$ cat config.mk
export PLATFORM = sky130hd
export DESIGN_NAME = lvlphase_ser
export DESIGN_NICKNAME = d
export VERILOG_FILES = /design/src/rtl/lvlphase_pkg.sv /design/src/rtl/lvlphase_encoder.sv /design/src/rtl/lvlphase_lane.sv /design/src/rtl/lvlphase_ctrl.sv /design/src/rtl/lvlphase_ser.sv
export SDC_FILE = /design/constraint.sdc
export NUM_CORES = 1
export LEC_CHECK = 0
export BUFFER_PORTS_ARGS = -buffer_cell sky130_fd_sc_hd__buf_4
export CORE_MARGIN = 2
export CORE_UTILIZATION = 61
export DETAILED_ROUTE_END_ITERATION = 16
export PLACE_DENSITY = 0.82
export SLEW_MARGIN = 20
export SYNTH_ARGS = -nofsm -noshare
export SYNTH_HDL_FRONTEND = slang
export SYNTH_HIERARCHICAL = 1
export SYNTH_SLANG_ARGS = --single-unit
$ cat constraint.sdc
create_clock -name clk -period 2.5 [get_ports clk]
set_input_delay 0.5 -clock clk [delete_from_list [all_inputs] [get_ports clk]]
set_output_delay 0.5 -clock clk [all_outputs]
set_load 0.05 [all_outputs]
$ cat src/rtl/lvlphase_pkg.sv
package lvlphase_pkg;
   typedef enum logic [1:0] {
      PH_IDLE  = 2'd0,
      PH_SHIFT = 2'd1,
      PH_WAIT  = 2'd2
   } ph_state_e;

   localparam int LANES = 4;
   // lane order: state, state complement, phase, phase complement
   localparam int LANE_S  = 0;
   localparam int LANE_SN = 1;
   localparam int LANE_P  = 2;
   localparam int LANE_PN = 3;
endpackage

$ cat src/rtl/lvlphase_encoder.sv
module lvlphase_encoder #(
   parameter int W         = 16,
   parameter bit RIPPLE    = 1'b0
) (
   input  logic [W-1:0] data_i,
   input  logic         phase0_i,
   output logic [W-1:0] st_o,
   output logic [W-1:0] ph_o
);
   assign st_o = data_i;

   generate
      if (RIPPLE) begin : g_ripple
         // phase chain: toggle on repeated data, hold on a data change
         assign ph_o[0] = phase0_i;
         for (genvar i = 1; i < W; i++) begin : g_bit
            assign ph_o[i] = (data_i[i] == data_i[i-1]) ? ~ph_o[i-1] : ph_o[i-1];
         end
      end else begin : g_parity
         // closed form: state xor phase alternates every bit
         for (genvar i = 0; i < W; i++) begin : g_bit
            localparam bit ODD = (i % 2) == 1;
            assign ph_o[i] = data_i[i] ^ data_i[0] ^ phase0_i ^ ODD;
         end
      end
   endgenerate
endmodule

$ cat src/rtl/lvlphase_lane.sv
module lvlphase_lane #(
   parameter int W       = 16,
   parameter bit RST_LVL = 1'b0
) (
   input  logic         clk,
   input  logic         rst_n,
   input  logic         load_i,
   input  logic         shift_i,
   input  logic [W-1:0] din_i,
   output logic         line_o
);
   logic [W-1:0] sr_q;
   logic         line_q;

   always_ff @(posedge clk) begin
      if (!rst_n) begin
         sr_q   <= '0;
         line_q <= RST_LVL;
      end else if (load_i) begin
         sr_q   <= din_i;
      end else if (shift_i) begin
         line_q <= sr_q[0];
         sr_q   <= {1'b0, sr_q[W-1:1]};
      end
   end

   assign line_o = line_q;
endmodule

$ cat src/rtl/lvlphase_ctrl.sv
module lvlphase_ctrl
   import lvlphase_pkg::*;
#(
   parameter int W = 16
) (
   input  logic clk,
   input  logic rst_n,
   input  logic load_i,
   input  logic xfer_i,
   input  logic ack_i,
   output logic load_go_o,
   output logic shift_go_o,
   output logic busy_o,
   output logic seeded_o
);
   localparam int CNT_W = (W > 1) ? $clog2(W) : 1;
   localparam logic [CNT_W-1:0] LAST = CNT_W'(W - 1);

   ph_state_e        st_q;
   logic [CNT_W-1:0] cnt_q;
   logic             xfer_q;
   logic             seeded_q;
   logic             edge_seen;

   assign edge_seen  = xfer_i ^ xfer_q;
   assign load_go_o  = (st_q == PH_IDLE) && load_i;
   assign shift_go_o = (st_q == PH_SHIFT) && edge_seen;
   assign busy_o     = (st_q != PH_IDLE);
   assign seeded_o   = seeded_q;

   always_ff @(posedge clk) begin
      if (!rst_n) begin
         xfer_q <= 1'b0;
      end else begin
         xfer_q <= xfer_i;
      end
   end

   always_ff @(posedge clk) begin
      if (!rst_n) begin
         st_q     <= PH_IDLE;
         cnt_q    <= '0;
         seeded_q <= 1'b0;
      end else begin
         unique case (st_q)
            PH_IDLE: begin
               if (load_i) begin
                  st_q     <= PH_SHIFT;
                  cnt_q    <= '0;
                  seeded_q <= 1'b1;
               end
            end
            PH_SHIFT: begin
               if (edge_seen) begin
                  if (cnt_q == LAST) begin
                     st_q <= PH_WAIT;
                  end
                  cnt_q <= cnt_q + 1'b1;
               end
            end
            PH_WAIT: begin
               if (ack_i) begin
                  st_q <= PH_IDLE;
               end
            end
            default: st_q <= PH_IDLE;
         endcase
      end
   end
endmodule

$ cat src/rtl/lvlphase_ser.sv
module lvlphase_ser
   import lvlphase_pkg::*;
#(
   parameter int W          = 16,
   parameter bit ENC_RIPPLE = 1'b0
) (
   input  logic         clk,
   input  logic         rst_n,
   input  logic [W-1:0] word_i,
   input  logic         load_i,
   input  logic         phase_init_i,
   input  logic         xfer_i,
   input  logic         ack_i,
   output logic         s_o,
   output logic         s_n_o,
   output logic         p_o,
   output logic         p_n_o,
   output logic         busy_o
);
   generate
      if (W < 2) begin : g_bad_w
         $error("lvlphase_ser: W must be at least 2");
      end
   endgenerate

   logic                    load_go;
   logic                    shift_go;
   logic                    seeded;
   logic                    phase0;
   logic [W-1:0]            enc_st;
   logic [W-1:0]            enc_ph;
   logic [LANES-1:0][W-1:0] lane_din;
   logic [LANES-1:0]        lane_line;

   lvlphase_ctrl #(.W(W)) u_ctrl (
      .clk        (clk),
      .rst_n      (rst_n),
      .load_i     (load_i),
      .xfer_i     (xfer_i),
      .ack_i      (ack_i),
      .load_go_o  (load_go),
      .shift_go_o (shift_go),
      .busy_o     (busy_o),
      .seeded_o   (seeded)
   );

   // leading phase: seeded from input after reset, else continue from wires
   always_comb begin
      if (!seeded) begin
         phase0 = phase_init_i;
      end else if (word_i[0] == lane_line[LANE_S]) begin
         phase0 = ~lane_line[LANE_P];
      end else begin
         phase0 = lane_line[LANE_P];
      end
   end

   lvlphase_encoder #(.W(W), .RIPPLE(ENC_RIPPLE)) u_enc (
      .data_i   (word_i),
      .phase0_i (phase0),
      .st_o     (enc_st),
      .ph_o     (enc_ph)
   );

   assign lane_din[LANE_S]  = enc_st;
   assign lane_din[LANE_SN] = ~enc_st;
   assign lane_din[LANE_P]  = enc_ph;
   assign lane_din[LANE_PN] = ~enc_ph;

   generate
      for (genvar k = 0; k < LANES; k++) begin : g_lane
         localparam bit RST_LVL = (k % 2) == 1;
         lvlphase_lane #(.W(W), .RST_LVL(RST_LVL)) u_lane (
            .clk     (clk),
            .rst_n   (rst_n),
            .load_i  (load_go),
            .shift_i (shift_go),
            .din_i   (lane_din[k]),
            .line_o  (lane_line[k])
         );
      end
   endgenerate

   assign s_o   = lane_line[LANE_S];
   assign s_n_o = lane_line[LANE_SN];
   assign p_o   = lane_line[LANE_P];
   assign p_n_o = lane_line[LANE_PN];
endmodule

== Word level (Yosys, flattened, before mapping) ==
Cells that the tools add are included.
Word-level totals
  bits in registers: 76
  input bits: 22
Cells by class
  add/subtract/negate cells: 1
  equality and inequality tests: 8
  muxes and demuxes: 18
  bitwise operators: 43
  reductions and logical operators: 10
Operator list (count)
  $mux W16: 8
  $not A16 Y16: 2
  $xor A1 B1 Y1: 31
  $not A1 Y1: 10
  $mux W2: 4
  $mux W4: 2
  $pmux W4 S2: 1
  $ne A2 B2 Y1 const B: 3
  $pmux W2 S3: 1
  $reduce_bool A2 Y1: 3
  $add A4 B1 Y4 const B: 1
  $eq A4 B4 Y1 const B: 1
  $reduce_and A2 Y1: 2
  $reduce_and A4 Y1: 1
  $reduce_and A3 Y1: 1
  $eq A2 B1 Y1 const B: 1
  $eq A2 B2 Y1 const B: 1
  $logic_and A1 B1 Y1: 2
  $logic_not A2 Y1: 1
  $mux W1: 2
  $ne A2 B1 Y1 const B: 1
  $eq A1 B1 Y1: 1

== Logic depth before layout (Yosys ltp) ==
Gate-level depths: netlist of the first run.
  word-level depth: 7
  depth in mapped cells: 7
  depth with buffers taken out: 6

== Cells and area by module ==
The synthesis of the first run kept the hierarchy.
Modules (own cells, without submodules)
  lvlphase_lane (g_lane[1].u_lane ...): instances 2, cells each 76, area an instance 884.6 um^2
  lvlphase_lane (g_lane[0].u_lane ...): instances 2, cells each 75, area an instance 738.2 um^2
  lvlphase_encoder: instances 1, cells each 35, area an instance 526.8 um^2
  lvlphase_ctrl: instances 1, cells each 47, area an instance 415.4 um^2
  lvlphase_ser: instances 1, cells each 35, area an instance 152.6 um^2

== Worst setup path after synthesis of the first run ==
Ideal clock, no wire load.
  path kind: reg-to-reg
  start point: register g_lane[0].u_lane.line_q
  end point: register g_lane[3].u_lane.sr_q[4]
  data arrival time: 2.368 ns
  data required time: 2.441 ns
  slack: 0.073 ns
  cell stages (with the launch flop): 8
  buffers on the path: 1
  period minus slack after synthesis: 2.427 ns
  cell sequence: dfxtp_1 > xor3_1 > a21oi_1 > buf_6 > xor3_1 > inv_1 > nand2b_1 > o211a_1
RTL lines
  start, declared: RTL line lvlphase_lane.sv:13  | logic line_q;
  start signal, assigned: RTL line lvlphase_lane.sv:22  | line_q <= sr_q[0];
  end signal, assigned: RTL line lvlphase_lane.sv:20  | sr_q <= din_i;
  end signal, assigned: RTL line lvlphase_lane.sv:23  | sr_q <= {1'b0, sr_q[W-1:1]};
  end, declared: RTL line lvlphase_lane.sv:12  | logic [W-1:0] sr_q;

== Worst setup path in the final report of the first run ==
  start point: register g_lane[0].u_lane.line_q
  end point: register g_lane[2].u_lane.sr_q[11]
Between the ends
  word-level cells in the longest chain between the ends: 6
Ends and longest elaborated chain
  $eq A1 B1 Y1: RTL line lvlphase_ser.sv:51  | end else if (word_i[0] == lane_line[LANE_S]) begin
  $mux W1: RTL line lvlphase_ser.sv:51
  $mux W1: RTL line lvlphase_ser.sv:49  | if (!seeded) begin
  named net phase0: RTL line lvlphase_ser.sv:29  | logic phase0;
  $xor A1 B1 Y1: RTL line lvlphase_encoder.sv:23  | assign ph_o[i] = data_i[i] ^ data_i[0] ^ phase0_i ^ ODD;
  $not A1 Y1 (no line)
  named net enc_ph[11]: RTL line lvlphase_ser.sv:31  | logic [W-1:0] enc_ph;
  $mux W16: RTL line lvlphase_lane.sv:19  | end else if (load_i) begin
  end signal, assigned: RTL line lvlphase_lane.sv:20
  end signal, assigned: RTL line lvlphase_lane.sv:23
  end, declared: RTL line lvlphase_lane.sv:12
The timed path passes the listed nets, and every way through them passes these cells.
A chain may end at the register's enable or synchronous reset.

==> reports/metrics.yaml, run 1 <==
grt_pass1_wl_um: 12400
r2r_slack_ps: 360
areaGrowthSynthToFinish_pct: 4.35
skew_ps: 5.88
clock.fmax_ghz: 0.467
nFillCells: 551
yosysTopAreaCell: "dfxtp_1"
fin_hold_ws_ps: 402
avgSynthCellArea_sq_um: 10.4
rsz0062_at_grt: "no"
crit_type: "flop to flop"
synth_area_leaders: "dfxtp_1, mux2i_1, o211a_1, mux2_4, nand2b_1"
min_path_cells: 2
synth-compound-area-share_pct: 16.2
r2r-start: "g_lane[0].u_lane/line_o$_SDFFE_PN0P_"
slowest_stage: "xnor3_1"
die_h_um: 88.4
setup_tns_ps: 0
synth.area.mux_share_pct: 16.8
ant_nets: 0
synth_seq_area_share_pct: 35.1
via_per_inst: 5.42
grt_use_met1_pct: 28.0
ys_async_sr_fraction_pct: 0
rr_endpoint: "g_lane[2].u_lane/sr_q[11]$_SDFFE_PN0P_"
dieWidth_um: 88.4
antenna_found_initial: 0
place_congestion: 0.764
htreeDepth: 3
dp_hpwl_um: 4790
cts_resized: 0
status: "completed"
cts_tree: "built"
synth_top_family_by_area: "multiplexers"
place_area_sq_mm: 0.00434
vias: 2796
cts_buffer_depth: 2
grt.busiest_layer: "met2"
clockPowerShare_pct: 30.5
power_mw: 2.91
synth-xor-area-share_pct: 9.54
coreArea_sq_mm: 0.00683
drc: 0
final_hold_viol_count: 0
setup_viol: 0
grt_max_degree: 45
holdCritStartpoint: "xfer_i"
final_cell_mix: "dfxtp_1, inv_1, a21oi_1"
finalCritPeriodShare_pct: 85.6
wl_per_cell_um: 14.4
min_to: "u_ctrl/xfer_q$_SDFF_PN0_"
p_comb_share_pct: 22.1
cts_sinks: 76
worstPathMaxFanout: 17
final_max_slew_viol_count: 0
hold_class: "input port to flop"
synth_nets: 442
drt_first_pass_iters: 4
drive_gt1_share_pct: 21.4
clk_latency_ps: 350
synthAdderAreaFrac_pct: 0.288
layout.cells.non_filler: 516
cts_root_buffer: "clkbuf_8"
max-slew-margin-rel_pct: 50.3
syn-cell-area_sq_mm: 0.00434
p_int_mw: 2.15
pwr_density_cell_mw_per_mm2: 644
synth-simple-area-share_pct: 9.69
std_cell_rows: 30
slowest_delay_ps: 450
synthCells: 419
grt_overflow: 0
numCtsBuffers: 9
diodes: 0
maxCapViolCount: 0
seqPwrFrac_pct: 47.4
synth_top_area_share_pct: 35.1
endpoint_kind: "flop"
synth.yosys.warnings: 6
clk_pin_slew_worst_paths_ps: 70
initial_core_util_pct: 63.5
grtUsageMet3_pct: 4.94
start_kind: "flop"
synth_seq_cells: 76
fin_area_sq_mm: 0.00453
crit_top_cell: "a21oi_1"
p_switching_mw: 0.767
gr-usage-all-layers_pct: 20.7
switching_share_pct: 26.3
finalWorstPathRequiredPeriod_ps: 2140
leakage_nw: 2.23
globalRouteMet2Util_pct: 31.6
post_cts_buffers: 0
final_nets: 439
synthFlopType: "dfxtp_1"
grt_pass1_vias: 2623
synth_edf_count: 0
worstPathArrival_ps: 2330
drtIter0Drc: 166
io_buffer_count: 26
wl_um: 7430
reg2reg_depth: 6
path_cells: "xor3_1, a21oi_1, buf_4, xnor3_1, o21ai_0, a21oi_1"
ctsHoldBuffers: 0
dieArea_sq_mm: 0.00781
peakVddDrop_mv: 0.620
worst_pin_slew_ps: 744
dp_cells: 501
required_ps: 2690
io_pins: 27
synth_cell_type_count: 44
final_common_cell: "dfxtp_1"
-- power groups by stage --
| stage | sequential (mW) | combinational (mW) | clock, mW |
|---|---|---|---|
| after global placement | 1.41 | 0.624 | 0 |
| after CTS | 1.38 | 0.644 | 0.910 |
| final | 1.38 | 0.644 | 0.888 |
| after floorplan | 1.40 | 0.570 | 0 |
| after detailed placement | 1.41 | 0.639 | 0 |
| after global routing | 1.40 | 0.707 | 0.954 |
-- cells by family after synthesis --
kind of cell	Yosys count
mux	64
buf+inv	86
fa+ha+maj	1
simple gates	68
flops	76
compound gates	106
xor+xnor	18
-- critical path: cells and delay by family (launching register included) --
family	cells	cell delay [ps]
XOR/XNOR	2	870
AO/OA/AOI/OAI	3	510
flip-flops	1	370
buffers and inverters	1	240
-- state kept, by name (all words and copies together), names as in the netlist --
register	count
u_ctrl/cnt_q	4
u_ctrl/st_q	2
g_lane.u_lane/line_o	4
g_lane.u_lane/sr_q	64
u_ctrl/xfer_q	1
u_ctrl/seeded_o	1
-- per-layer routing --
metal / vias to the layer above / wire [um]
li1: 1421 / -
met1: 1312 / 3570
met2: 52 / 3420
met3: 11 / 299
met4: 0 / 140
met5: - / 0
-- Yosys cell counts (2+ instances only) --
master,n
dfxtp_1,76
inv_1,38
a21oi_1,36
mux2i_1,34
nand2b_1,32
o21ai_0,31
o211a_1,30
buf_4,17
mux2_2,16
mux2_4,14
buf_6,10
xnor3_1,8
nor2b_1,7
buf_2,6
clkbuf_1,6
nand2_1,5
nand3_1,5
xor3_4,5
buf_12,4
clkbuf_2,4
nor2_1,3
nor3b_1,3
xor3_1,3
a21boi_1,2
and2b_2,2
nand3b_1,2
o211ai_1,2
or3b_1,2
-- per-stage QoR --
step                      util, %  setup slack [ps]
after floorplan                 -              73.3
after global placement       63.6               270
after detailed placement     63.6               223
after CTS                    66.3               387
after global routing         66.3               258
final                        66.3               360
-- cell type report --
type,instances,area [sq um],share of cell area (%)
Multi-Input combinational cell,257,2280,50.3
Timing Repair Buffer,33,273,6.02
Clock buffer,14,183,4.03
Clock inverter,1,5.00,0.110
Sequential cell,76,1520,33.6
Inverter,39,148,3.26
Tap cell,96,120,2.65
-- worst max-delay path by stage --
stage	from	endpoint	slack, ps	depth (start not counted)
global placement	word_i[0]	g_lane[2].u_lane/sr_q[14]$_SDFFE_PN0P_	270	7
floorplan	g_lane[0].u_lane/line_o$_SDFFE_PN0P_	g_lane[3].u_lane/sr_q[4]$_SDFFE_PN0P_	70	7
finish	g_lane[0].u_lane/line_o$_SDFFE_PN0P_	g_lane[2].u_lane/sr_q[11]$_SDFFE_PN0P_	360	6
global route	g_lane[0].u_lane/line_o$_SDFFE_PN0P_	g_lane[2].u_lane/sr_q[14]$_SDFFE_PN0P_	260	6
CTS	g_lane[0].u_lane/line_o$_SDFFE_PN0P_	g_lane[2].u_lane/sr_q[11]$_SDFFE_PN0P_	390	6
detailed placement	word_i[0]	g_lane[2].u_lane/sr_q[14]$_SDFFE_PN0P_	220	7
Note: power is estimated with default switching activity, not from simulation.
==> run 2, diff against run 1 <==
==> constraint.sdc (replaced) <==
create_clock -name clk -period 2.5 [get_ports clk]
set_input_delay 0.375 -clock clk [delete_from_list [all_inputs] [get_ports clk]]
set_output_delay 0.375 -clock clk [all_outputs]
set_load 0.05 [all_outputs]
==> run 2 against run 1 <==
Effect of this change:
- sequential power barely moved
- critical path depth is the same
- count of clock-buffer cells in the layout is 1 higher
- cell area fell by 0.25%
- sequential cell count unchanged
- setup slack improved by 44 ps
- hold slack worse by 120 ps
- wire length fell by 1.8%
- combinational power barely moved
- sequential share of layout area increased by 0.084 points
==> reports/metrics.yaml, run 2 (synthesized netlist as in run 1, its figures left out) <==
status: "completed"  # unchanged
via_per_inst: 5.37  # was 5.42
numCtsBuffers: 9  # unchanged
regMostFlops: "g_lane.u_lane/sr_q"  # unchanged
grt_pass1_wl_um: 12400  # about the same
skew_ps: 4.64  # was 5.88 ps
max-slew-margin-rel_pct: 50.8  # was 50.3%
die_h_um: 88.4  # unchanged
cts_sinks: 76  # unchanged
io_pins: 27  # unchanged
clk_latency_ps: 340  # was 350 ps
dp_hpwl_um: 4880  # was 4790 um
worst_pin_slew_ps: 737  # was 744 ps
start_kind: "flop"  # unchanged
dieWidth_um: 88.4  # unchanged
finalCritPeriodShare_pct: 83.9  # was 85.6%
initial_core_util_pct: 63.5  # unchanged
worstPathArrival_ps: 2300  # was 2330 ps
coreArea_sq_mm: 0.00683  # unchanged
vias: 2784  # was 2796
hold_class: "input port to flop"  # unchanged
ctsHoldBuffers: 0  # unchanged
final_common_cell: "dfxtp_1"  # unchanged
diodes: 0  # unchanged
drive_gt1_share_pct: 21.3  # was 21.4%
areaGrowthSynthToFinish_pct: 4.09  # was 4.35%
clockPowerShare_pct: 29.8  # was 30.5%
clk_pin_slew_worst_paths_ps: 80  # was 70 ps
wl_um: 7300  # was 7430 um
drc: 0  # unchanged
wl_per_cell_um: 14.1  # was 14.4 um
drtIter0Drc: 137  # was 166
grt_pass1_vias: 2597  # was 2623
dieArea_sq_mm: 0.00781  # unchanged
required_ps: 2700  # was 2690 ps
maxCapViolCount: 0  # unchanged
drt_first_pass_iters: 4  # unchanged
switching_share_pct: 26.3  # about the same
endpoint_kind: "flop"  # unchanged
gr-usage-all-layers_pct: 20.5  # was 20.7%
peakVddDrop_mv: 0.368  # was 0.620 mV
htreeDepth: 3  # unchanged
pwr_density_cell_mw_per_mm2: 639  # was 644 mW/mm^2
io_buffer_count: 26  # unchanged
post_cts_buffers: 0  # unchanged
clock.fmax_ghz: 0.477  # was 0.467 GHz
final_cell_mix: "dfxtp_1, inv_1, a21oi_1"  # unchanged
rsz0062_at_grt: "no"  # unchanged
setup_viol: 0  # unchanged
setup_tns_ps: 0  # unchanged
leakage_nw: 2.22  # was 2.23 nW
nFillCells: 561  # was 551
p_switching_mw: 0.760  # was 0.767 mW
grt_overflow: 0  # unchanged
place_congestion: 0.778  # was 0.764
cts_buffer_depth: 2  # unchanged
p_comb_share_pct: 22.2  # was 22.1%
final_hold_viol_count: 0  # unchanged
dp_slack_ps: 349  # was 223 ps
setup_ws_ps: 403  # was 360 ps
p_int_mw: 2.13  # was 2.15 mW
ant_nets: 0  # unchanged
worstPathMaxFanout: 17  # unchanged
final_nets: 440  # was 439
cts_tree: "built"  # unchanged
cts_resized: 0  # unchanged
std_cell_rows: 30  # unchanged
largest_reg_flops: 64  # unchanged
final_max_slew_viol_count: 0  # unchanged
antenna_found_initial: 0  # unchanged
cts_root_buffer: "clkbuf_8"  # unchanged
seqPwrFrac_pct: 48.0  # was 47.4%
grt_max_degree: 45  # unchanged
fin_hold_ws_ps: 280  # was 402 ps
crit_type: "flop to flop"  # unchanged
finalWorstPathRequiredPeriod_ps: 2100  # was 2140 ps
final_util_pct: 66.1  # was 66.3%
## run 2: changes by cell type in the layout (fill, tap and decap cells not counted)
cell	previous run	this run
buf_4	31	33
clkbuf_1	1	3
clkbuf_8	13	12
buf_12	2	1
## run 2: through the flow
| step | instance area (sq um) | std cells | power (mW) |
|---|---|---|---|
| 6_report | 4520 | 518 | 2.89 |
| 3_3_place_gp | 4340 | 502 | 2.03 |
| 4_1_cts | 4520 | 518 | 2.91 |
| 2_1_floorplan | 4340 | 419 | 1.97 |
| 5_1_grt | 4520 | 518 | 3.05 |
| 3_5_place_dp | 4340 | 502 | 2.05 |
## run 2: path summary, 6_finish.rpt
| check | startpoint | endpoint | slack (ps) | cells after the start |
|---|---|---|---|---|
| worst max-delay path | g_lane[0].u_lane/line_o$_SDFFE_PN0P_ | g_lane[2].u_lane/sr_q[12]$_SDFFE_PN0P_ | 400 | 6 |
| worst min-delay path | xfer_i | u_ctrl/xfer_q$_SDFF_PN0_ | 280 | 2 |
| worst max register to register | g_lane[0].u_lane/line_o$_SDFFE_PN0P_ | g_lane[2].u_lane/sr_q[12]$_SDFFE_PN0P_ | 400 | 6 |
| worst min register to register | g_lane[1].u_lane/line_o$_SDFFE_PN1P_ | g_lane[1].u_lane/line_o$_SDFFE_PN1P_ | 490 | 2 |
## run 2: critical path, cell delays in order (launching register included)
cell and delay, ps:
dfxtp_1 360, xor3_1 400, a21oi_1 150, buf_4 240, xor3_4 530, o21ai_0 200
a21oi_1 60
## run 2: layer usage
metal / GRT usage [%] / vias up / share of wire, %
met5: 0 / - / 0
met4: 8.26 / 0 / 0.49
met3: 3.54 / 4 / 3.0
met2: 31.6 / 41 / 46
met1: 28.9 / 1315 / 50
li1: - / 1424 / -
## run 2: layout make-up
type | count | area [sq um] | area share [%]
clock buffer | 15 | 176 | 3.90
clock inverter | 1 | 5.00 | 0.111
inverter | 39 | 148 | 3.27
multi-input combinational | 257 | 2280 | 50.5
sequential | 76 | 1520 | 33.7
tap | 96 | 120 | 2.66
timing repair buffer | 34 | 268 | 5.93
## run 2: power groups by stage
stage,registers (mW),logic [mW],clock network [mW]
after floorplan,1.40,0.570,0
after global placement,1.41,0.624,0
after detailed placement,1.41,0.638,0
after CTS,1.39,0.642,0.884
after global routing,1.40,0.707,0.942
final,1.38,0.641,0.861
